==> config.mk <==
export PLATFORM = sky130hd
export DESIGN_NAME = pctl_top
export DESIGN_NICKNAME = d
export VERILOG_FILES = /design/src/rtl/pctl_pkg.sv /design/src/rtl/pctl_main_dec.sv /design/src/rtl/pctl_alu_dec.sv /design/src/rtl/pctl_pipe.sv /design/src/rtl/pctl_top.sv
export SDC_FILE = /design/constraint.sdc
export NUM_CORES = 1
export LEC_CHECK = 0
export ABC_AREA = 1
export BUFFER_PORTS_ARGS = -buffer_cell sky130_fd_sc_hd__buf_2
export CELL_PAD_IN_SITES_DETAIL_PLACEMENT = 1
export CELL_PAD_IN_SITES_GLOBAL_PLACEMENT = 1
export CORE_MARGIN = 2
export CORE_UTILIZATION = 30
export CTS_CLUSTER_SIZE = 10
export DETAILED_ROUTE_END_ITERATION = 16
export PLACE_DENSITY = 0.69
export SLEW_MARGIN = 25
export SYNTH_ARGS = -nofsm -noshare
export SYNTH_HDL_FRONTEND = slang
export SYNTH_HIERARCHICAL = 1
export SYNTH_SLANG_ARGS = --single-unit
==> constraint.sdc <==
create_clock -name clk -period 1.41 [get_ports clk]
set_input_delay 0.282 -clock clk [delete_from_list [all_inputs] [get_ports clk]]
set_output_delay 0.282 -clock clk [all_outputs]
set_load 0.005 [all_outputs]
==> src/rtl/pctl_pkg.sv <==
`timescale 1ns/1ps
package pctl_pkg;

    localparam int OPC_W  = 6;
    localparam int FN_W   = 6;
    localparam int AOP_W  = 2;
    localparam int ACTL_W = 4;

    localparam logic [OPC_W-1:0] OPC_RR   = 6'b000000;
    localparam logic [OPC_W-1:0] OPC_LOAD = 6'b100011;
    localparam logic [OPC_W-1:0] OPC_STOR = 6'b101011;
    localparam logic [OPC_W-1:0] OPC_BEQ  = 6'b000100;

    localparam logic [AOP_W-1:0] AOP_ADD  = 2'b00;
    localparam logic [AOP_W-1:0] AOP_SUB  = 2'b01;
    localparam logic [AOP_W-1:0] AOP_FUNC = 2'b10;

    localparam logic [FN_W-1:0] FN_ADD = 6'b100000;
    localparam logic [FN_W-1:0] FN_SUB = 6'b100010;
    localparam logic [FN_W-1:0] FN_AND = 6'b100100;
    localparam logic [FN_W-1:0] FN_OR  = 6'b100101;
    localparam logic [FN_W-1:0] FN_SLT = 6'b101010;

    localparam logic [ACTL_W-1:0] ACTL_AND = 4'b0000;
    localparam logic [ACTL_W-1:0] ACTL_OR  = 4'b0001;
    localparam logic [ACTL_W-1:0] ACTL_ADD = 4'b0010;
    localparam logic [ACTL_W-1:0] ACTL_SUB = 4'b0110;
    localparam logic [ACTL_W-1:0] ACTL_SLT = 4'b0111;
    localparam logic [ACTL_W-1:0] ACTL_BAD = 4'b1111;

    typedef struct packed {
        logic             dst_rd;
        logic [AOP_W-1:0] alu_op;
        logic             src_imm;
    } ex_ctl_t;

    typedef struct packed {
        logic branch;
        logic rd_en;
        logic wr_en;
    } mem_ctl_t;

    typedef struct packed {
        logic reg_wr;
        logic from_mem;
    } wb_ctl_t;

    typedef struct packed {
        ex_ctl_t  ex;
        mem_ctl_t mem;
        wb_ctl_t  wb;
    } dec_ctl_t;

endpackage

==> src/rtl/pctl_main_dec.sv <==
`timescale 1ns/1ps
module pctl_main_dec
    import pctl_pkg::*;
(
    input  logic [OPC_W-1:0] opcode,
    output dec_ctl_t         ctl
);

    always_comb begin
        ctl = '0;
        unique case (opcode)
            OPC_RR: begin
                ctl.ex.dst_rd = 1'b1;
                ctl.ex.alu_op = AOP_FUNC;
                ctl.wb.reg_wr = 1'b1;
            end
            OPC_LOAD: begin
                ctl.ex.alu_op   = AOP_ADD;
                ctl.ex.src_imm  = 1'b1;
                ctl.mem.rd_en   = 1'b1;
                ctl.wb.reg_wr   = 1'b1;
                ctl.wb.from_mem = 1'b1;
            end
            OPC_STOR: begin
                ctl.ex.alu_op  = AOP_ADD;
                ctl.ex.src_imm = 1'b1;
                ctl.mem.wr_en  = 1'b1;
            end
            OPC_BEQ: begin
                ctl.ex.alu_op  = AOP_SUB;
                ctl.mem.branch = 1'b1;
            end
            default: ctl = '0;
        endcase
    end

endmodule

==> src/rtl/pctl_alu_dec.sv <==
`timescale 1ns/1ps
module pctl_alu_dec
    import pctl_pkg::*;
(
    input  logic [AOP_W-1:0]  alu_op,
    input  logic [FN_W-1:0]   funct,
    output logic [ACTL_W-1:0] alu_ctl
);

    logic [ACTL_W-1:0] fn_code;

    always_comb begin
        unique case (funct)
            FN_ADD:  fn_code = ACTL_ADD;
            FN_SUB:  fn_code = ACTL_SUB;
            FN_AND:  fn_code = ACTL_AND;
            FN_OR:   fn_code = ACTL_OR;
            FN_SLT:  fn_code = ACTL_SLT;
            default: fn_code = ACTL_BAD;
        endcase
    end

    always_comb begin
        unique case (alu_op)
            AOP_ADD:  alu_ctl = ACTL_ADD;
            AOP_SUB:  alu_ctl = ACTL_SUB;
            AOP_FUNC: alu_ctl = fn_code;
            default:  alu_ctl = ACTL_BAD;
        endcase
    end

endmodule

==> src/rtl/pctl_pipe.sv <==
`timescale 1ns/1ps
module pctl_pipe
    import pctl_pkg::*;
(
    input  logic            clk,
    input  logic            rst_n,
    input  dec_ctl_t        id_ctl,
    input  logic [FN_W-1:0] id_funct,
    input  logic            ex_zero,
    output ex_ctl_t         ex_ctl,
    output logic [FN_W-1:0] ex_funct,
    output mem_ctl_t        mem_ctl,
    output logic            mem_zero,
    output wb_ctl_t         wb_ctl
);

    typedef struct packed {
        ex_ctl_t         ex;
        mem_ctl_t        mem;
        wb_ctl_t         wb;
        logic [FN_W-1:0] funct;
    } idex_t;

    typedef struct packed {
        mem_ctl_t mem;
        wb_ctl_t  wb;
        logic     zero;
    } exmem_t;

    typedef struct packed {
        wb_ctl_t wb;
    } memwb_t;

    typedef struct packed {
        idex_t  idex;
        exmem_t exmem;
        memwb_t memwb;
    } pipe_t;

    pipe_t st_d, st_q;

    always_comb begin
        st_d = st_q;
        st_d.idex.ex     = id_ctl.ex;
        st_d.idex.mem    = id_ctl.mem;
        st_d.idex.wb     = id_ctl.wb;
        st_d.idex.funct  = id_funct;
        st_d.exmem.mem   = st_q.idex.mem;
        st_d.exmem.wb    = st_q.idex.wb;
        st_d.exmem.zero  = ex_zero;
        st_d.memwb.wb    = st_q.exmem.wb;
    end

    always_ff @(posedge clk or negedge rst_n) begin
        if (!rst_n) st_q <= '0;
        else        st_q <= st_d;
    end

    assign ex_ctl   = st_q.idex.ex;
    assign ex_funct = st_q.idex.funct;
    assign mem_ctl  = st_q.exmem.mem;
    assign mem_zero = st_q.exmem.zero;
    assign wb_ctl   = st_q.memwb.wb;

    // a memory-stage instruction never reads, writes and branches together
    p_mem_exclusive_r3: assert property (@(posedge clk) disable iff (!rst_n)
        $onehot0({mem_ctl.branch, mem_ctl.rd_en, mem_ctl.wr_en}));

    // reset leaves the write-back slot empty on the first edge after release
    p_reset_clear_r11: assert property (@(posedge clk) disable iff (!rst_n)
        $rose(rst_n) |-> (wb_ctl == '0));

endmodule

==> src/rtl/pctl_top.sv <==
`timescale 1ns/1ps
module pctl_top
    import pctl_pkg::*;
(
    input  logic              clk,
    input  logic              rst_n,
    input  logic [OPC_W-1:0]  id_opcode,
    input  logic [FN_W-1:0]   id_funct,
    input  logic              ex_zero,
    output logic              ex_reg_dst,
    output logic [AOP_W-1:0]  ex_alu_op,
    output logic              ex_alu_src,
    output logic [ACTL_W-1:0] ex_alu_ctl,
    output logic              mem_branch,
    output logic              mem_read,
    output logic              mem_write,
    output logic              mem_pcsrc,
    output logic              wb_reg_write,
    output logic              wb_mem_to_reg
);

    dec_ctl_t        dec_ctl;
    ex_ctl_t         ex_ctl;
    mem_ctl_t        mem_ctl;
    wb_ctl_t         wb_ctl;
    logic [FN_W-1:0] ex_funct;
    logic            mem_zero;

    pctl_main_dec i_main_dec (
        .opcode (id_opcode),
        .ctl    (dec_ctl)
    );

    pctl_pipe i_pipe (
        .clk      (clk),
        .rst_n    (rst_n),
        .id_ctl   (dec_ctl),
        .id_funct (id_funct),
        .ex_zero  (ex_zero),
        .ex_ctl   (ex_ctl),
        .ex_funct (ex_funct),
        .mem_ctl  (mem_ctl),
        .mem_zero (mem_zero),
        .wb_ctl   (wb_ctl)
    );

    pctl_alu_dec i_alu_dec (
        .alu_op  (ex_ctl.alu_op),
        .funct   (ex_funct),
        .alu_ctl (ex_alu_ctl)
    );

    assign ex_reg_dst    = ex_ctl.dst_rd;
    assign ex_alu_op     = ex_ctl.alu_op;
    assign ex_alu_src    = ex_ctl.src_imm;
    assign mem_branch    = mem_ctl.branch;
    assign mem_read      = mem_ctl.rd_en;
    assign mem_write     = mem_ctl.wr_en;
    assign mem_pcsrc     = mem_ctl.branch & mem_zero;
    assign wb_reg_write  = wb_ctl.reg_wr;
    assign wb_mem_to_reg = wb_ctl.from_mem;

    // cycles since reset release, saturating; only gates the delay checks
    logic [1:0] age_d, age_q;
    always_comb age_d = (age_q == 2'd3) ? age_q : age_q + 2'd1;
    always_ff @(posedge clk or negedge rst_n) begin
        if (!rst_n) age_q <= '0;
        else        age_q <= age_d;
    end

    // execute outputs are the decode of one cycle earlier
    p_ex_follow_r9: assert property (@(posedge clk) disable iff (!rst_n)
        (age_q >= 2'd1) |-> ({ex_reg_dst, ex_alu_op, ex_alu_src} == $past(dec_ctl.ex)));

    // write-back outputs are the decode of three cycles earlier
    p_wb_follow_r9: assert property (@(posedge clk) disable iff (!rst_n)
        (age_q == 2'd3) |-> ({wb_reg_write, wb_mem_to_reg} == $past(dec_ctl.wb, 3)));

    // a taken branch is always a branch
    p_pcsrc_branch_r10: assert property (@(posedge clk) disable iff (!rst_n)
        mem_pcsrc |-> mem_branch);

    // the decision uses the zero flag seen while the branch was in execute
    p_pcsrc_zero_r10: assert property (@(posedge clk) disable iff (!rst_n)
        ((age_q >= 2'd1) && mem_branch) |-> (mem_pcsrc == $past(ex_zero)));

    // fixed ALU classes ignore the function field
    p_fixed_class_r6: assert property (@(posedge clk) disable iff (!rst_n)
        (ex_alu_op == 2'b01) |-> (ex_alu_ctl == 4'b0110));

    // a function-coded class always writes rd from two registers
    p_rr_shape_r1: assert property (@(posedge clk) disable iff (!rst_n)
        (ex_alu_op == 2'b10) |-> (ex_reg_dst && !ex_alu_src));

endmodule

==> out/qor.csv, run 1 <==
metric;value;unit
Period minus WS final;1662;ps
DR WL/cell;10.93;um
first-pass GRT wire length;2553;um
critical path class;reg2out;
Fin Hold WS;82.77;ps
fillers;314;
DP HPWL;1239;um
crit-path most repeated cell;nand2_1;
Die Ht;56.15;um
nets;125;
Worst Path Required;1130;ps
core region area;0.002522;mm^2
top cells by count, synth;dfrtp_1, nand2_1, inv_1, nor2_1, nand3_1;
post-synthesis sequential area ratio;0.7055;
synth unique cells;12;
grt ovf;0;
Max FO, Critical Path;3;
initial antenna violation count;0;
outcome;finished with violations;
dpl ws;66.77;ps
critical-path cell list;inv_1, nor2_2, nand3_1, nand2_1, inv_1, nand2_1, nand2_1, nand2_1, buf_2;
post-synth top area share;0.7055;
Worst-Margin Slew;476.6;ps
Vias/cell;4.129;
CTS max path bufs;2;
design area;0.001026;mm^2
H-Tree Depth;1;
unrepaired setup endpoints after global routing;yes;
Global Route Usage Sum;0.1040;
Main synth FF type;dfrtp_1;
vias in the first global route;628;
final core area utilization;0.4067;
f_max;601.5;MHz
Initial Utilization;0.3234;
RePlAce Congestion;0.7688;
Worst-path clk slew;110;ps
most numerous cell in the Yosys netlist;dfrtp_1;
Die ar.;0.003152;mm^2
placed cell areas;978.4;um^2
DR vias;574;
delay of the slowest critical-path stage;410;ps
Leak;0.0006275;uW
failing checks;setup timing;
CTS Buf Count;3;
Fin. Hold Viols;0;
GR Util met2;0.1916;
max_cap viols;0;
Post-synth EDFFs;0;
power per cell area;1011;mW/mm^2
post-synth top area cell;dfrtp_1;
layout cell share with drive strength beyond 1;0.3394;
antenna cells;0;
Syn Area/Cell;10.46;um^2
Area Growth Syn to Fin;25.77;%
Sink Count;23;
Final Setup Violations;4;
drt pass-1 iters;2;
I/O pin count;29;
Routed Antenna Nets;0;
Final WS setup;-252.5;ps
GRT met1 Usage;0.1083;
Min-Delay Path Class;in2reg;
Die W;56.15;um
Fin Setup TNS;-533.1;ps
Worst Setup Start Kind;flip-flop;
Syn Inst Count;78;
DRT iter0 DRCs;12;
Max stage delay cell, worst path;dfrtp_1;
CTS tree;done;
Mapped Nets;93;
register bit total from synthesis;23;
met3 usage;0.01860;
Crit path arrival time;1380;ps
row count;18;
Port Buf Inserts;28;
Cell Area, Synth;815.8;um^2
relative slew slack;0.6823;
endpoint type of the worst setup path;output port;
top cells by area, synth;dfrtp_1, nand2_1, inv_1;
peak supply drop;0.0004244;V
clk_lat worst skew;290;ps
pins over their slew limit;0;
drt drc;0;
global routing's busiest layer;met2;
async set-reset flop share out of synthesis;1.000;
CTS root buf;clkbuf_4;
pin count of the biggest net entering global routing;24;
period utilization;1.179;
Max Clock Skew;0.4430;ps
YS warnings;6;
routed wire length;1519;um
## worst max-delay path, delay by kind of cell (launching register included)
family / cells / cell delay (ps)
and+or+nand+nor: 6 / 470
DFF: 1 / 410
buffers and inverters: 3 / 200
## cell usage in the layout, fill, tap and decap left out, drive strengths merged
| cell | count |
|---|---|
| clkbuf | 4 |
| inv | 15 |
| nand4 | 1 |
| nor2 | 13 |
| or2 | 1 |
| nand3 | 4 |
| a21oi | 1 |
| nand2 | 16 |
| dfrtp | 23 |
| o211ai | 1 |
| dlygate4sd3 | 1 |
| nand3b | 1 |
| buf | 28 |
## metrics by stage
| step | instances | power (uW) |
|---|---|---|
| finish | 139 | 1038 |
| CTS | 139 | 1061 |
| detailed placement | 134 | 765.2 |
| floorplan | 78 | 719.7 |
| global placement | 134 | 761.1 |
| global route | 139 | 1103 |
## metal layers
layer,vias to the layer above,routed length [um]
li1,289,-
met1,269,642
met4,0,19
met3,2,64
met2,14,792
met5,-,0
## where the power goes
part / internal [uW] / total, uW / leakage [uW] / switching, uW
clock network: 110 / 282 / 0.0000150 / 172
logic: 29.4 / 70.9 / 0.000310 / 41.5
registers: 675 / 685 / 0.000303 / 10.1
## area by class of cell
cell class,count,area [um^2],share of cell area
Clock buffer,4,26.28,0.02561
Inverter,15,56.30,0.05488
Multi-Input combinational cell,38,178.9,0.1744
Sequential cell,23,576.8,0.5622
Tap cell,30,37.54,0.03659
Timing Repair Buffer,29,150.1,0.1463
## sequential cells by signal (all words and copies together) (netlist names)
name             cells
i_pipe/st_d          7
i_pipe/ex_funct      6
i_pipe/ex_ctl        4
i_pipe/mem_ctl       3
i_pipe/wb_ctl        2
i_pipe/mem_zero      1
## logic make-up after synthesis
| logic type | after synthesis | share of synthesized area |
|---|---|---|
| AOI/OAI and AO/OA | 2 | 0.02146 |
| buffers and inverters | 17 | 0.08741 |
| DFF | 23 | 0.7055 |
| and+or+nand+nor | 36 | 0.1856 |
## path summary, 6_finish.rpt
check	end	slack, ps	start	cells after the start
max in group asynchronous	i_pipe/ex_funct[2]	590	rst_n	2
worst min-delay path	i_pipe/ex_funct[0]	80	id_funct[0]	1
worst max-delay path	ex_alu_ctl[0]	-250	i_pipe/ex_funct[1]	9
worst max register to register	i_pipe/mem_ctl[2]	940	i_pipe/st_d[7]	0
min in group asynchronous	i_pipe/st_d[3]	470	rst_n	2
worst min register to register	i_pipe/wb_ctl[1]	360	i_pipe/st_d[1]	0
## what timing repair did
action                                 4_1_cts  5_1_grt
endpoints found under the hold margin       23        0
setup buffers                                0        0
hold buffers                                 1        0
pin swaps                                    0        2
gates resized for setup                      4        1
setup endpoints to repair                    4        4
(Power assumes the default switching activity.)
==> run 2: changes to the inputs <==
GPL_TIMING_DRIVEN = 0   (was default)
PLACE_DENSITY = 0.71   (was 0.69)
SYNTH_HIERARCHICAL = default   (was 1)
==> run 2 against run 1 <==
Die area decreased by 6.7%. Non-clock buffer count increased by 4. Combinational power increased by 17%. Routed wire length increased by 6.2%. Utilization increased by 1.6 points. Synthesized cell count decreased by 3.8%. Maximum frequency decreased by 2.2%. Flip-flop and latch count decreased by 3. Worst hold slack improved by 4.6 ps. The run still ends with setup timing left. Design area increased by 0.12%. Global-route usage increased by 2.6 points.
==> out/qor.csv, run 2 <==
metric;value;unit;change
outcome;finished with violations;;unchanged
failing checks;setup timing;;unchanged
antenna cells;0;;unchanged
layout cell share with drive strength beyond 1;0.4054;;was 0.3394
Crit path arrival time;1420;ps;was 1380 ps
YS warnings;0;;was 6
drt pass-1 iters;3;;was 2
row count;18;;unchanged
Leak;0.0005847;uW;was 0.0006275 uW
async set-reset flop share out of synthesis;1.000;;unchanged
Worst Setup Start Kind;flip-flop;;unchanged
max_cap viols;0;;unchanged
fillers;301;;was 314
Syn Area/Cell;10.09;um^2;was 10.46 um^2
Die W;54.23;um;was 56.15 um
Worst Path Required;1130;ps;about the same
Vias/cell;4.355;;was 4.129
commonest cells after routing, fill and taps aside;buf_2, dfrtp_1, nor2_1;;was buf_2, dfrtp_1, nand2_1
Max stage delay cell, worst path;dfrtp_1;;unchanged
Main synth FF type;dfrtp_1;;unchanged
Largest register FFs;6;;was 7
Crit path max-delay family;simple AND/OR/NAND/NOR gates;;unchanged
grt ovf;0;;unchanged
Die Ht;54.23;um;was 56.15 um
fin cells;141;;was 139
Syn Inst Count;75;;was 78
Min-Delay Path Class;in2reg;;unchanged
DRT iter0 DRCs;5;;was 12
post-synth top area cell;dfrtp_1;;unchanged
endpoint type of the worst setup path;output port;;unchanged
Area Growth Syn to Fin;35.70;%;was 25.77%
CTS tree;done;;unchanged
delay of the slowest critical-path stage;440;ps;was 410 ps
Sink Count;20;;was 23
dpl ws;16.58;ps;was 66.77 ps
Cell Area, Synth;757.0;um^2;was 815.8 um^2
Port Buf Inserts;28;;unchanged
power per cell area;1100;mW/mm^2;was 1011 mW/mm^2
unrepaired setup endpoints after global routing;yes;;unchanged
initial antenna violation count;0;;unchanged
area of the multi-input gates;211.5;um^2;was 178.9 um^2
register area;500.5;um^2;was 576.8 um^2
Mapped Nets;90;;was 93
CTS max path bufs;2;;unchanged
relative slew slack;0.7185;;was 0.6823
f_max;588.4;MHz;was 601.5 MHz
most common cell after layout, fill and taps aside;buf_2;;unchanged
Initial Utilization;0.3112;;was 0.3234
CTS Buf Count;3;;unchanged
pins over their slew limit;0;;unchanged
Bufs and invs on worst path;1;;was 3
Inst Count DP;133;;was 134
Final WS setup;-289.4;ps;was -252.5 ps
Final Setup Violations;4;;unchanged
I/O pin count;29;;unchanged
DR WL/cell;11.44;um;was 10.93 um
top cells by area, synth;dfrtp_1, nor2_1, nand3_1;;was dfrtp_1, nand2_1, inv_1
register bit total from synthesis;20;;was 23
Die ar.;0.002941;mm^2;was 0.003152 mm^2
nets;127;;was 125
Max FO, Critical Path;3;;unchanged
RePlAce Congestion;0.7047;;was 0.7688
post-synthesis sequential area ratio;0.6612;;was 0.7055
CTS root buf;clkbuf_4;;unchanged
peak supply drop;0.0005782;V;was 0.0004244 V
most numerous cell in the Yosys netlist;dfrtp_1;;unchanged
synth unique cells;14;;was 12
Post-synth EDFFs;0;;unchanged
Routed Antenna Nets;0;;unchanged
critical-path cell list;nor2_4, nand3_1, or3_1, buf_2;;was inv_1, nor2_2, nand3_1, nand2_1, inv_1, nand2_1, nand2_1, nand2_1, buf_2
Worst-path clk slew;110;ps;about the same
core region area;0.002432;mm^2;was 0.002522 mm^2
drt drc;0;;unchanged
Fin Hold WS;87.35;ps;was 82.77 ps
critical path class;reg2out;;unchanged
DP HPWL;1281;um;was 1239 um
top cells by count, synth;dfrtp_1, nor2_1, nand2_1, inv_1, nand3_1;;was dfrtp_1, nand2_1, inv_1, nor2_1, nand3_1
Global Route Usage Sum;0.1301;;was 0.1040
pin count of the biggest net entering global routing;21;;was 24
clk_lat worst skew;290;ps;about the same
period utilization;1.205;;was 1.179
Worst-Margin Slew;422.2;ps;was 476.6 ps
H-Tree Depth;1;;unchanged
routed wire length;1613;um;was 1519 um
Fin. Hold Viols;0;;unchanged
vias in the first global route;608;;was 628
post-synth top area share;0.6612;;was 0.7055
Power, Total;1130;uW;was 1038 uW
Period minus WS final;1699;ps;was 1662 ps
first-pass GRT wire length;2573;um;was 2553 um
Max Clock Skew;0.3109;ps;was 0.4430 ps
DR vias;614;;was 574
run 2: area by class of cell:
| class | count | share of cell area |
|---|---|---|
| Multi-Input combinational cell | 42 | 0.2058 |
| Tap cell | 30 | 0.03654 |
| Sequential cell | 20 | 0.4872 |
| Timing Repair Buffer | 32 | 0.1681 |
| Clock inverter | 1 | 0.02923 |
| Inverter | 12 | 0.04385 |
| Clock buffer | 3 | 0.02192 |
| Buffer | 1 | 0.007308 |
run 2: kinds of logic (layout without fill, tap and decap cells):
| family | after synthesis | count (layout) | share of synthesized area |
|---|---|---|---|
| AND/OR/NAND/NOR | 38 | 38 | 0.2347 |
| flip-flops | 20 | 20 | 0.6612 |
| buffers and inverters | 13 | 49 | 0.06942 |
| AO/OA/AOI/OAI | 4 | 4 | 0.03472 |
run 2: path summary, 6_finish.rpt:
path / cells after the start / from / endpoint / slack (ps)
max: 4 / i_pipe.ex_funct[3] / ex_alu_ctl[1] / -290
min: 1 / id_funct[4] / i_pipe.ex_funct[4] / 90
max reg2reg: 0 / i_pipe.ex_ctl[1] / i_pipe.mem_ctl[2] / 830
min reg2reg: 0 / i_pipe.st_d[5] / i_pipe.mem_ctl[0] / 360
max in group asynchronous: 2 / rst_n / i_pipe.ex_funct[1] / 660
min in group asynchronous: 2 / rst_n / i_pipe.st_d[1] / 450
run 2: report_power, final:
| group | internal (uW) | switching, uW | total [uW] |
|---|---|---|---|
| clock | 287 | 161 | 448 |
| sequential | 588 | 10.6 | 599 |
| combinational | 35.9 | 47.1 | 83.0 |
| total | 911 | 219 | 1130 |
run 2: per-layer routing:
| layer | share of wire | up-vias | track usage | routed length, um |
|---|---|---|---|---|
| met3 | 0.048 | 2 | 0.03279 | 78 |
| met1 | 0.37 | 294 | 0.1386 | 598 |
| met2 | 0.57 | 13 | 0.2369 | 925 |
| met5 | 0 | - | 0 | 0 |
| met4 | 0.0062 | 0 | 0.06250 | 10 |
| li1 | - | 305 | - | - |
run 2: through the flow:
stage | util | TNS, ps | instance area [um^2]
2_1_floorplan | - | 0 | 757.0
3_3_place_gp | 0.3843 | 0 | 934.6
3_5_place_dp | 0.3843 | 0 | 934.6
4_1_cts | 0.4203 | -900.6 | 1022
5_1_grt | 0.4223 | -1305 | 1027
6_report | 0.4223 | -887.5 | 1027
run 2: timing repair:
item,in CTS,in global routing
endpoints found under the setup margin,4,4
endpoints found under the hold margin,20,0
pin swaps,1,6
resized for setup,2,2
buffers inserted,3,0
hold buffers,1,0
